`src/rtl/ones_sum_pkg.sv`:
```
package ones_sum_pkg;

  // Strobes sent from control to datapath each cycle
  typedef struct packed {
    logic loadHigh;   // store octet as upper half of pending word
    logic addPair;    // add pending upper half with this octet as lower half
    logic addPadded;  // add this octet as upper half, lower half zero
    logic freshStart; // this octet begins a packet: sum base is zero
    logic finish;     // this octet closes the packet
    logic maskByte;   // this octet contributes zero
  } ctrlStrobe_t;

endpackage

```
`src/rtl/ones_sum_add.sv`:
```
module ones_sum_add #(
  parameter int WIDTH = 16
) (
  input  logic [WIDTH-1:0] opA,
  input  logic [WIDTH-1:0] opB,
  output logic [WIDTH-1:0] folded,
  output logic             carryOut
);

  logic [WIDTH:0] rawSum;

  always_comb begin
    rawSum   = {1'b0, opA} + {1'b0, opB};
    carryOut = rawSum[WIDTH];
    // end-around carry: a second carry cannot arise
    folded   = rawSum[WIDTH-1:0] + {{(WIDTH-1){1'b0}}, rawSum[WIDTH]};
  end

endmodule

```
`src/rtl/ones_sum_ctrl.sv`:
```
module ones_sum_ctrl
  import ones_sum_pkg::*;
(
  input  logic        clk,
  input  logic        rstN,
  input  logic        byteValid,
  input  logic        byteLast,
  input  logic        byteSkip,
  output ctrlStrobe_t strb
);

  logic oddPos;   // next octet is the lower half of a word
  logic freshPkt; // next octet begins a packet

  always_comb begin
    strb.loadHigh   = byteValid && !oddPos && !byteLast;
    strb.addPair    = byteValid && oddPos;
    strb.addPadded  = byteValid && !oddPos && byteLast;
    strb.freshStart = freshPkt;
    strb.finish     = byteValid && byteLast;
    strb.maskByte   = byteSkip;
  end

  always_ff @(posedge clk) begin
    if (!rstN) begin
      oddPos   <= 1'b0;
      freshPkt <= 1'b1;
    end else if (byteValid) begin
      oddPos   <= byteLast ? 1'b0 : !oddPos;
      freshPkt <= byteLast;
    end
  end

  // a last octet realigns pairing and arms the restart
  assert_realign_R6: assert property (@(posedge clk) disable iff (!rstN)
    (byteValid && byteLast) |=> (!oddPos && freshPkt));

  // no octet, no change in pairing state
  assert_idle_hold_R11: assert property (@(posedge clk) disable iff (!rstN)
    !byteValid |=> ($stable(oddPos) && $stable(freshPkt)));

endmodule

```
`src/rtl/ones_sum_dpath.sv`:
```
module ones_sum_dpath
  import ones_sum_pkg::*;
#(
  parameter int LANE_W = 8
) (
  input  logic                  clk,
  input  logic                  rstN,
  input  ctrlStrobe_t           strb,
  input  logic [LANE_W-1:0]     byteData,
  input  logic                  modeCheck,
  output logic                  resValid,
  output logic [2*LANE_W-1:0]   resSum,
  output logic                  resPass
);

  localparam int WORD_W = 2 * LANE_W;

  logic [LANE_W-1:0] hiReg;
  logic [WORD_W-1:0] acc;
  logic [LANE_W-1:0] laneVal;
  logic [WORD_W-1:0] wordIn;
  logic [WORD_W-1:0] baseVal;
  logic [WORD_W-1:0] folded;
  logic              carryOut;
  logic              doAdd;

  always_comb begin
    laneVal = strb.maskByte ? '0 : byteData;
    wordIn  = strb.addPair ? {hiReg, laneVal} : {laneVal, {LANE_W{1'b0}}};
    baseVal = strb.freshStart ? '0 : acc;
    doAdd   = strb.addPair || strb.addPadded;
  end

  ones_sum_add #(.WIDTH(WORD_W)) uAdd (
    .opA      (baseVal),
    .opB      (wordIn),
    .folded   (folded),
    .carryOut (carryOut)
  );

  always_ff @(posedge clk) begin
    if (!rstN) begin
      hiReg <= '0;
      acc   <= '0;
    end else begin
      if (strb.loadHigh) begin
        hiReg <= laneVal;
        if (strb.freshStart) acc <= '0;
      end
      if (doAdd) acc <= folded;
    end
  end

  always_ff @(posedge clk) begin
    if (!rstN) begin
      resValid <= 1'b0;
      resSum   <= '0;
      resPass  <= 1'b0;
    end else begin
      resValid <= strb.finish;
      if (strb.finish) begin
        resSum  <= ~folded;
        resPass <= modeCheck && (&folded);
      end
    end
  end

  // a wrapped carry never leaves a zero sum
  assert_wrap_nonzero_R2: assert property (@(posedge clk) disable iff (!rstN)
    (doAdd && carryOut) |-> (folded != '0));

  // result strobe follows the closing octet by exactly one cycle
  assert_result_timing_R7: assert property (@(posedge clk) disable iff (!rstN)
    strb.finish |=> resValid);
  assert_result_quiet_R7: assert property (@(posedge clk) disable iff (!rstN)
    !strb.finish |=> !resValid);

  // a pass always carries a zero complement
  assert_pass_zero_R4: assert property (@(posedge clk) disable iff (!rstN)
    (resValid && resPass) |-> (resSum == '0));

  // generate mode never reports a pass
  assert_gen_nopass_R10: assert property (@(posedge clk) disable iff (!rstN)
    (strb.finish && !modeCheck) |=> !resPass);

endmodule

```
`src/rtl/ones_sum_engine.sv`:
```
module ones_sum_engine
  import ones_sum_pkg::*;
#(
  parameter int LANE_W = 8
) (
  input  logic                clk,
  input  logic                rstN,
  input  logic                byteValid,
  input  logic [LANE_W-1:0]   byteData,
  input  logic                byteLast,
  input  logic                byteSkip,
  input  logic                modeCheck,
  output logic                resValid,
  output logic [2*LANE_W-1:0] resSum,
  output logic                resPass
);

  ctrlStrobe_t strb;

  ones_sum_ctrl uCtrl (
    .clk       (clk),
    .rstN      (rstN),
    .byteValid (byteValid),
    .byteLast  (byteLast),
    .byteSkip  (byteSkip),
    .strb      (strb)
  );

  ones_sum_dpath #(.LANE_W(LANE_W)) uDpath (
    .clk       (clk),
    .rstN      (rstN),
    .strb      (strb),
    .byteData  (byteData),
    .modeCheck (modeCheck),
    .resValid  (resValid),
    .resSum    (resSum),
    .resPass   (resPass)
  );

endmodule

```
`config.mk`:
```
export PLATFORM = sky130hd
export DESIGN_NAME = ones_sum_engine
export DESIGN_NICKNAME = d
export VERILOG_FILES = /design/src/rtl/ones_sum_pkg.sv /design/src/rtl/ones_sum_add.sv /design/src/rtl/ones_sum_ctrl.sv /design/src/rtl/ones_sum_dpath.sv /design/src/rtl/ones_sum_engine.sv
export SDC_FILE = /design/constraint.sdc
export NUM_CORES = 1
export LEC_CHECK = 0
export ABC_AREA = 1
export BUFFER_PORTS_ARGS = -buffer_cell sky130_fd_sc_hd__clkbuf_2
export CAP_MARGIN = 20
export CORE_MARGIN = 5
export CORE_UTILIZATION = 55
export CTS_BUF_LIST = sky130_fd_sc_hd__clkbuf_2 sky130_fd_sc_hd__clkbuf_4 sky130_fd_sc_hd__clkbuf_8
export DETAILED_ROUTE_END_ITERATION = 12
export PLACE_DENSITY = 0.82
export SYNTH_ARGS = -nofsm -noshare
export SYNTH_HDL_FRONTEND = slang
export SYNTH_HIERARCHICAL = 1
export SYNTH_SLANG_ARGS = --single-unit
```
`constraint.sdc`:
```
create_clock -name clk -period 4.3 [get_ports clk]
set_input_delay 0.86 -clock clk [delete_from_list [all_inputs] [get_ports clk]]
set_output_delay 0.86 -clock clk [all_outputs]
set_load 0.05 [all_outputs]
```
# Word level (Yosys, flattened, before mapping)
# Cells that the tools add are included.
[word_totals] wordCells=27 ff_bits=44 output_inout_bits=18 in_bits=14
[op_classes] reduce_logical=11 muxes=6 addsub=2 bitwise_logic=1
[op_table] cell="$mux 16" count=4
[op_table] cell="$add 16x16->17" count=1
[op_table] cell="$add 16x1->16" count=1
[op_table] cell="$not 16->16" count=1
[op_table] cell="$reduce_and 16->1" count=1
[op_table] cell="$mux 8" count=1
[op_table] cell="$logic_and 1x1->1" count=6
[op_table] cell="$logic_not 1->1" count=2
[op_table] cell="$reduce_bool 2->1" count=1
[op_table] cell="$logic_or 1x1->1" count=1
[op_table] cell="$mux 1" count=1

# Longest topological paths before layout
# Gate-level depths: netlist of the first run.
[depth] ltp_word=6 mapped_depth=32 depth_no_buf=31

# Modules after synthesis
# The synthesis of the first run kept the hierarchy.
[by_module_without_submodules] module="ones_sum_dpath" cells_each=282 seq_area_each_um2=840.8 n_inst=1 area_each_um2=1999.4
[by_module_without_submodules] module="ones_sum_add" cells_each=286 seq_area_each_um2=0.0 n_inst=1 area_each_um2=1492.7
[by_module_without_submodules] module="ones_sum_ctrl" cells_each=19 seq_area_each_um2=40.0 n_inst=1 area_each_um2=117.6

# Least setup slack after synthesis of the first run
# Ideal clock, no wire load.
[synth_timing] kind="input port to flip-flop" start="in byteValid" end="reg uDpath.resPass" stages=27 slack_ns=0.323 n_path_buf=2 arrival_time_ns=3.913 setup_ns=0.064 required_time_ns=4.236 cell_sequence="nand2_1 -> inv_1 -> buf_6 -> clkbuf_1 -> o21ai_0 -> ha_1 -> nand2_1 -> nor2_1 -> and2_1 -> nand2_1 -> nand2_1 -> a21oi_1 -> o21bai_1 -> ha_1 -> ha_1 -> inv_1 -> nor2_1 -> nand3_1 -> a21oi_2 -> nand3_1 -> xnor2_1 -> nand2_1 -> nor2_1 -> nand2_1 -> nor2_1 -> nor2_1 -> nor2_1"
[synth_lines] element="from (decl)" line="ones_sum_engine.sv:8" text="input logic byteValid,"
[synth_lines] element="to (signal assigned)" line="ones_sum_dpath.sv:63" text="resPass <= modeCheck && (&folded);"
[synth_lines] element="to (decl)" line="ones_sum_dpath.sv:13" text="output logic resPass"

==> results of run 1 <==
layout make-up:
class,instances,area share
clock buffer,6,0.02005
clock inverter,2,0.009417
timing repair buffer,61,0.09326
sequential,44,0.2139
multi-input combinational,423,0.5498
inverter,99,0.09022
tap,77,0.02339
state kept, by name, summed over array words and instances, names as in the netlist:
signal,flops
uDpath/acc,16
uDpath/resSum,16
uDpath/hiReg,8
uCtrl/freshPkt,1
uCtrl/oddPos,1
uDpath/resPass,1
uDpath/resValid,1
through the flow:
stage	area (sq um)	TNS, ns	power (mW)	hold WS, ns	instances
floorplan	3610	0	0.6716	0.4301	587
global placement	3891	0	0.7330	0.4787	698
detailed placement	3891	-0.04565	0.7399	0.4844	698
CTS	4013	0	1.082	0.5055	706
global route	4119	-0.04859	1.148	0.5403	712
finish	4119	0	1.094	0.5010	712
power by group:
part           leakage (nW)  switching, mW  internal [mW]
sequential            0.363         0.0180          0.439
clock                0.0614          0.156          0.190
combinational          1.74          0.195         0.0947
total                  2.16          0.369          0.724
worst max-delay path by stage:
| stage | cells past startpoint | end | slack (ns) | from |
|---|---|---|---|---|
| final | 29 | uDpath/resPass$_SDFFE_PN0P_ | 0.27 | byteValid |
| after global routing | 29 | uDpath/resPass$_SDFFE_PN0P_ | -0.05 | byteValid |
| after CTS | 27 | uDpath/resPass$_SDFFE_PN0P_ | 0.25 | byteSkip |
| after detailed placement | 27 | uDpath/acc[10]$_SDFFE_PN0P_ | -0.04 | byteValid |
| after global placement | 27 | uDpath/acc[10]$_SDFFE_PN0P_ | 0.10 | byteValid |
| after floorplan | 27 | uDpath/resPass$_SDFFE_PN0P_ | 0.32 | byteValid |
placed cells by master (no fill, tap or decap), drive strengths merged:
cell	n
bufinv	1
clkbuf	37
o21ai	34
nor3	1
and2	2
inv	99
o21bai	1
nand4	5
nor2	61
buf	30
clkinv	1
dfxtp	44
or2	1
o211ai	16
nand3b	2
xor2	7
a21oi	34
fa	1
xnor2	4
nand2	189
nand3	47
ha	18
layer usage:
metal  up-vias  GRT usage
met2       108     0.3954
met5         -          0
met4         0    0.07090
met3        20    0.03884
met1      1748     0.3188
li1       1928          -
cells by family after synthesis:
| logic type | count (synthesis) | synth area share |
|---|---|---|
| AND/OR/NAND/NOR | 308 | 0.3782 |
| flip-flops | 44 | 0.2440 |
| XOR/XNOR | 11 | 0.02669 |
| adder cells (fa/ha/maj) | 19 | 0.06794 |
| buffers and inverters | 120 | 0.1445 |
| AO/OA/AOI/OAI | 85 | 0.1386 |
critical path, delay by kind of cell:
kind,cells,cell delay (ns)
buffers and inverters,4,0.40
AO/OA/AOI/OAI,4,0.58
adder cells (fa/ha/maj),3,0.68
AND/OR/NAND/NOR,18,1.75
repair_timing:
item                       4_1_cts  5_1_grt
setup endpoints to repair        0        6
gates resized for setup          0       15
setup buffers                    0        6
==> results.cfg, run 1 <==
[yosys]
async_flop_share = 0
yosys-top-cells-count = 175 x nand2_1, 95 x inv_1, 49 x nor2_1
synth_top_area_share = 0.2440
ys_ff_latch = 44
ys_warn_count = 6
synth_edf_count = 0
synth_area_sq_mm = 0.003610
synth.distinct_cells = 34
synthesis.nets = 620
synth_top_cells_by_area = dfxtp_1 24%, nand2_1 18%, inv_1 9.9%
yosysMostFrequentCell = nand2_1
synth_area_leader_cell = dfxtp_1
seq_area_frac_synth = 0.2440
syn-mean-instance-area_sq_um = 6.149
synthCells = 587
ys.flop_type = dfxtp_1

[detailed_routing]
vias_per_cell = 5.343
top_layer = met4
antenna_left = 0
wl_per_cell_um = 14.08
via_count = 3804
wl_met1_um = 4506
post-route-drc-count = 0
wl_met3_um = 521
wl_met2_um = 4786
drt_iter0_drc = 333
drt_first_pass_iters = 5
totalWireLength_um = 10020

[die]
die_w_um = 91.02
fp.dieArea_sq_mm = 0.008284
start_util = 0.5685
top_level_ports = 32
die_h_um = 91.02
rows = 29
core_region_area_sq_mm = 0.006350

[timing]
fmax_ghz = 0.2483
slew-limit-headroom = 0.4165
fin_ws_ns = 0.2718
skew_ns = 0.005996
period_share = 0.9368
worst_pin_slew_ns = 0.8743
hold_violations = 0
setup_violations = 0
period_minus_slack_ns = 4.028
slew_violations = 0

[clock_network]
cts.sinks = 44
clkTransAtPathRegs_ns = 0.09
numCtsBuffers = 5
cts_max_path_buffers = 2
cts_htree_levels = 2
clk_latency_ns = 0.31
hold_buffers = 0
cts_tree = done
root_buffer = clkbuf_8

[worst_setup_path]
slowest_delay_ns = 0.36
cp_common_cell = nand2_1
reg2reg_from = uCtrl/oddPos$_SDFFE_PN0P_
worst-r2r-cell-count = 28
crit_fanout = 16
endpoint_kind = register
worstPathRequired_ns = 4.55
r2r_setup_slack_ns = 0.57
r2r_end = uDpath/resPass$_SDFFE_PN0P_
arrival_ns = 4.28
critPathSlowestCell = ha_1
crit_type = input port to register
startpoint_type = input port

[place]
io_buffers = 31
place_ws_ns = -0.03620
gp_congestion = 0.9412
hpwl_um = 7732

[pwr]
leakage_nw = 2.163
p_per_area_mw_per_mm2 = 265.5
peakVddDrop_v = 0.0002717

[finish]
ff_latch_area_sq_um = 880.8
fillCellCount = 569
area_growth_pct = 14.11
drive_gt1_frac = 0.1890
final_util = 0.6487
multiInputGateArea_sq_mm = 0.002265
antenna_cells = 0
final_nets = 667

[global_routing]
grt_pass1_wl_um = 16240
track_usage = 0.2385
antenna_found_initial = 0
grt_overflow = 0
first_global_vias = 3422
grt_start_max_net_pins = 45

[worst_hold_path]
min_to = uDpath/acc[4]$_SDFFE_PN0P_
hp-start = uDpath/acc[4]$_SDFFE_PN0P_
hold_depth = 2
hold_path_class = register to register

[job]
maxCapViolCount = 0

[run_status]
status = completed
No activity file was read; power rests on OpenSTA's default activity.
==> run 2, diff against run 1 <==
ABC_AREA = default   (was 1)
==> results.cfg, run 2 <==
[run_status]
status = complete, but fails checks
violations = setup timing

[clock_network]
root_buffer = clkbuf_8
numCtsBuffers = 5
cts_max_path_buffers = 2
cts_tree = done
cts.sinks = 44
cts_htree_levels = 2
clkTransAtPathRegs_ns = 0.09
hold_buffers = 0
clk_latency_ns = 0.31

[worst_setup_path]
cp_common_cell = nand2_1
crit_end = uDpath/resPass$_SDFFE_PN0P_
crit_type = input port to register
worst-r2r-cell-count = 22
cp.depth = 23
worstPathRequired_ns = 4.53
r2r_setup_slack_ns = -0.60
endpoint_kind = register
cpLargestDelayFamily = simple AND/OR/NAND/NOR gates
slowest_delay_ns = 0.43
cp.buffers_inverters = 1
reg2reg_from = uCtrl/oddPos$_SDFFE_PN0P_
r2r_end = uDpath/resPass$_SDFFE_PN0P_
arrival_ns = 5.43
critPathSlowestCell = or3_4
crit_chain = buf_8, and2_4, nor2b_4, and2_1, ha_1, nand2_1, o21ai_1, nand2_1, or3_1, a31oi_2, a21o_1, a21o_1, ha_4, and3_4, nor3b_4, nand4_1, nor3b_2, nand2_1, nor3_2, xnor3_1, nand3_1, or3_4, o31ai_2
critPathLaunch = byteValid
crit_fanout = 8
startpoint_type = input port

[pwr]
peakVddDrop_v = 0.0003549
power.total_mw = 1.007
p_per_area_mw_per_mm2 = 235.2
leakage_nw = 1.999

[finish]
final_cell_mix = 75 x buf_4, 44 x dfxtp_1, 32 x nor2b_1
mostFrequentLayoutCell = buf_4
top_regs = uDpath/acc (16), uDpath/resSum (16), uDpath/hiReg (8)
drive_gt1_frac = 0.4084
antenna_cells = 0
fin_cells = 525
area_growth_pct = 40.63
final_util = 0.7874
final_nets = 485

[global_routing]
antenna_found_initial = 0
grt_start_max_net_pins = 45
grt_overflow = 0
track_usage = 0.2898
first_global_vias = 3199
grt_pass1_wl_um = 16410

[timing]
period_minus_slack_ns = 5.204
grt_setup_unrepaired = true
slew-limit-headroom = 0.3906
setup-tns-final_ns = -9.612
fmax_ghz = 0.1921
hold_violations = 0
fin_ws_ns = -0.9044
setup_violations = 27
period_share = 1.210
worst_pin_slew_ns = 0.9112
skew_ns = 0.01122
slew_violations = 0

[yosys]
synth_top_area_share = 0.2892
synth_compound_area_frac = 0.2120
synth_mux_area_frac = 0.02629
synth-simple-area-share = 0.2736
ys.flop_type = dfxtp_1
yosys-top-cells-count = 44 x dfxtp_1, 38 x nand2_1, 33 x nor2b_1
synth-xor-area-share = 0.07025
syn-mean-instance-area_sq_um = 8.751
synthCells = 348
ys_ff_latch = 44
yosysMostFrequentCell = dfxtp_1
synthAdderAreaFrac = 0.08053
synth_area_sq_mm = 0.003045
synth_area_leader_cell = dfxtp_1
async_flop_share = 0
synth.distinct_cells = 57
synth_edf_count = 0
ys_warn_count = 6
synthesis.nets = 381
synth_top_family_by_area = simple AND/OR/NAND/NOR gates
seq_area_frac_synth = 0.2892
synth_top_cells_by_area = dfxtp_1 29%, ha_1 7.4%, nor2b_1 6.8%

[place]
io_buffers = 31
gp_congestion = 0.9492
post-place-cells = 504
hpwl_um = 6385

[detailed_routing]
antenna_left = 0
totalWireLength_um = 11710
vias_per_cell = 6.530
wl_per_cell_um = 22.30
post-route-drc-count = 0
via_count = 3428
drt_iter0_drc = 461
drt_first_pass_iters = 7

[worst_hold_path]
hold_path_class = register to register

[die]
die_h_um = 84.41
rows = 27
top_level_ports = 32
fp.dieArea_sq_mm = 0.007125
core_region_area_sq_mm = 0.005439
die_w_um = 84.41
start_util = 0.5599

[job]
maxCapViolCount = 0
==> run 2: through the flow <==
step / instance area, sq um / setup WS (ns) / hold WS, ns
final: 4283 / -0.9044 / 0.4903
after CTS: 4088 / -0.5210 / 0.4906
after detailed placement: 3794 / -0.9558 / 0.4695
after global routing: 4283 / -0.9425 / 0.5092
after floorplan: 3132 / -0.6904 / 0.4473
after global placement: 3794 / -0.7175 / 0.4612
==> run 2: cell families after synthesis <==
logic type,after synthesis
adder cells (fa/ha/maj),19
buffers and inverters,27
XOR/XNOR,22
multiplexers,8
AO/OA/AOI/OAI,80
AND/OR/NAND/NOR,148
flip-flops,44
==> run 2: worst reg2reg max path: stages (launching register included) <==
cell and delay [ns]:
dfxtp_1 0.32, and2_4 0.15, nor2b_4 0.14, and2_1 0.19, ha_1 0.39, nand2_1 0.10, o21ai_1 0.23, nand2_1 0.14
or3_1 0.37, a31oi_2 0.18, a21o_1 0.13, a21o_1 0.15, ha_4 0.15, and3_4 0.17, nor3b_4 0.21, nand4_1 0.17
nor3b_2 0.35, nand2_1 0.15, nor3_2 0.13, xnor3_1 0.24, nand3_1 0.13, or3_4 0.43, o31ai_2 0.20
==> run 2: worst min path at each step <==
stage                                   start                              to  cells past startpoint
2_1_floorplan     uCtrl/freshPkt$_SDFFE_PN1P_     uCtrl/freshPkt$_SDFFE_PN1P_                      2
3_3_place_gp    uDpath/resSum[0]$_SDFFE_PN0P_   uDpath/resSum[0]$_SDFFE_PN0P_                      1
3_5_place_dp    uDpath/resSum[8]$_SDFFE_PN0P_   uDpath/resSum[8]$_SDFFE_PN0P_                      1
4_1_cts        uDpath/resSum[15]$_SDFFE_PN0P_  uDpath/resSum[15]$_SDFFE_PN0P_                      1
5_1_grt         uDpath/resSum[1]$_SDFFE_PN0P_   uDpath/resSum[1]$_SDFFE_PN0P_                      1
6_report       uDpath/resSum[15]$_SDFFE_PN0P_  uDpath/resSum[15]$_SDFFE_PN0P_                      1
==> run 2: cell type report <==
class	count	area, sq um
clock buffers	5	68.82
clock inverters	3	42.54
fillers	280	1156
inverters	10	37.54
multi-input cells	277	2345
flip-flops and latches	44	880.8
well taps	72	90.09
repair buffers	114	818.3
==> run 2: repair_timing <==
| action | in CTS | in global routing |
|---|---|---|
| gates resized for setup | 22 | 33 |
| pin swaps | 12 | 11 |
| setup endpoints to repair | 17 | 22 |
| buffers inserted | 9 | 10 |
| gates cloned | 0 | 0 |
==> run 2: layer usage <==
metal | part of all wire | global-route usage | vias to the layer above
met5 | 0 | 0 | -
met2 | 0.47 | 0.4914 | 302
met1 | 0.35 | 0.3406 | 1593
met4 | 0.079 | 0.1612 | 0
li1 | - | - | 1426
met3 | 0.10 | 0.05986 | 107
==> run 2: power by group <==
part           internal (mW)  total (mW)  switching, mW
registers              0.425       0.438         0.0125
clock network          0.172       0.327          0.155
logic                 0.0943       0.243          0.148
total                  0.692        1.01          0.316
==> run 3, diff against run 2 <==
BUFFER_PORTS_ARGS = -buffer_cell sky130_fd_sc_hd__buf_2   (was -buffer_cell sky130_fd_sc_hd__clkbuf_2)
TNS_END_PERCENT = 1   (was default)
==> results.cfg, run 3 (synthesis gave the netlist of run 2 again) <==
[run_status]
status = complete, but fails checks
violations = setup timing

[place]
dpl_cell_area_sq_mm = 0.003775
gp_congestion = 0.9224
hpwl_um = 6242
post-place-cells = 504
io_buffers = 31
place_ws_ns = -0.9011

[clock_network]
cts_max_path_buffers = 2
cts_tree = done
cts.sinks = 44
cts_htree_levels = 2
root_buffer = clkbuf_8
clk_latency_ns = 0.30
numCtsBuffers = 5
clkTransAtPathRegs_ns = 0.09
hold_buffers = 0

[detailed_routing]
antenna_left = 0
drt_iter0_drc = 306
vias_per_cell = 6.071
post-route-drc-count = 0
drt_first_pass_iters = 5
via_count = 3169
wl_per_cell_um = 19.48
totalWireLength_um = 10170

[timing]
slew-limit-headroom = 0.4464
setup-tns-final_ns = -5.096
slew_violations = 0
fmax_ghz = 0.2043
setup_violations = 16
worst_pin_slew_ns = 0.8278
period_minus_slack_ns = 4.896
grt_setup_unrepaired = true
fin_ws_ns = -0.5957
hold_violations = 0
hold_ws_ns = 0.4856
skew_ns = 0.007244
period_share = 1.139

[global_routing]
grt.busiest_layer = met2
met1_usage = 0.3013
first_global_vias = 3243
grt_start_max_net_pins = 45
grt_use_met3 = 0.05888
track_usage = 0.2654
use_met2 = 0.4527
antenna_found_initial = 0
grt_overflow = 0
grt_pass1_wl_um = 15320

[pwr]
leakage_nw = 1.949
power.total_mw = 0.9438
p_per_area_mw_per_mm2 = 227.6
peakVddDrop_v = 0.0002622

[die]
die_w_um = 84.41
rows = 27
fp.dieArea_sq_mm = 0.007125
start_util = 0.5599
die_h_um = 84.41
core_region_area_sq_mm = 0.005439
top_level_ports = 32

[finish]
fin_cells = 522
fillCellCount = 323
antenna_cells = 0
design_area_sq_mm = 0.004146
drive_gt1_frac = 0.3778
multiInputGateArea_sq_mm = 0.002275
mostFrequentLayoutCell = buf_4
area_growth_pct = 36.15
final_nets = 482
final_cell_mix = 80 x buf_4, 44 x dfxtp_1, 38 x nand2_1
top_regs = uDpath/acc (16), uDpath/resSum (16), uDpath/hiReg (8)
final_util = 0.7624
ff_latch_area_sq_um = 880.8

[worst_setup_path]
startpoint_type = input port
arrival_ns = 5.12
slowest_delay_ns = 0.43
crit_chain = buf_8, and2_4, nor2b_4, and2_1, ha_4, a2111oi_2, o21ai_2, buf_4, buf_4, buf_4, buf_4, buf_4, buf_4, buf_4, a31o_1, a21oi_2, xnor2_2, nand4_1, nor3_2, xnor3_1, nand3_1, or3_4, o31ai_2
endpoint_kind = register
crit_type = input port to register
worstPathRequired_ns = 4.52
crit_fanout = 8
cp_common_cell = buf_4
critPathSlowestCell = a2111oi_2

[worst_hold_path]
hold_path_class = register to register

[job]
maxCapViolCount = 0
## run 3: report_power, final
part | leakage [nW] | switching [mW] | internal, mW
clock | 0.0434 | 0.152 | 0.130
sequential | 0.360 | 0.0108 | 0.425
combinational | 1.55 | 0.138 | 0.0876
total | 1.95 | 0.301 | 0.643
## run 3: worst paths after layout
path | startpoint | endpoint | slack (ns) | cells past startpoint
setup / recovery | byteValid | uDpath/resPass$_SDFFE_PN0P_ | -0.60 | 23
hold / removal | uDpath/resSum[0]$_SDFFE_PN0P_ | uDpath/resSum[0]$_SDFFE_PN0P_ | 0.49 | 1
setup reg to reg | uCtrl/oddPos$_SDFFE_PN0P_ | uDpath/resPass$_SDFFE_PN0P_ | -0.32 | 22
hold reg to reg | uDpath/resSum[0]$_SDFFE_PN0P_ | uDpath/resSum[0]$_SDFFE_PN0P_ | 0.49 | 1
## run 3: layer usage
layer  routed length [um]  vias to the layer above
met5                    0                        -
met1                 3998                     1506
met2                 4815                      171
met3                  629                       67
li1                     -                     1425
met4                  723                        0
## run 3: final cells by class
class	count	share of cell area
multi-input cells	277	0.5486
clock inverters	2	0.003621
inverters	10	0.009052
repair buffers	111	0.1847
flip-flops and latches	44	0.2124
well taps	72	0.02173
clock buffers	6	0.01992
## run 3: what timing repair did
action | in CTS | in global routing
gates resized for setup | 16 | 20
setup endpoints to repair | 19 | 19
buffers inserted | 9 | 1
pin swaps | 10 | 9
## run 3: critical path: cells and delay by family
kind | cells | cell delay, ns
xor gates and xnor gates | 2 | 0.38
and+or+nand+nor | 7 | 1.52
AOI/OAI and AO/OA | 5 | 1.13
buffers and inverters | 8 | 0.97
adders and majority gates | 1 | 0.24
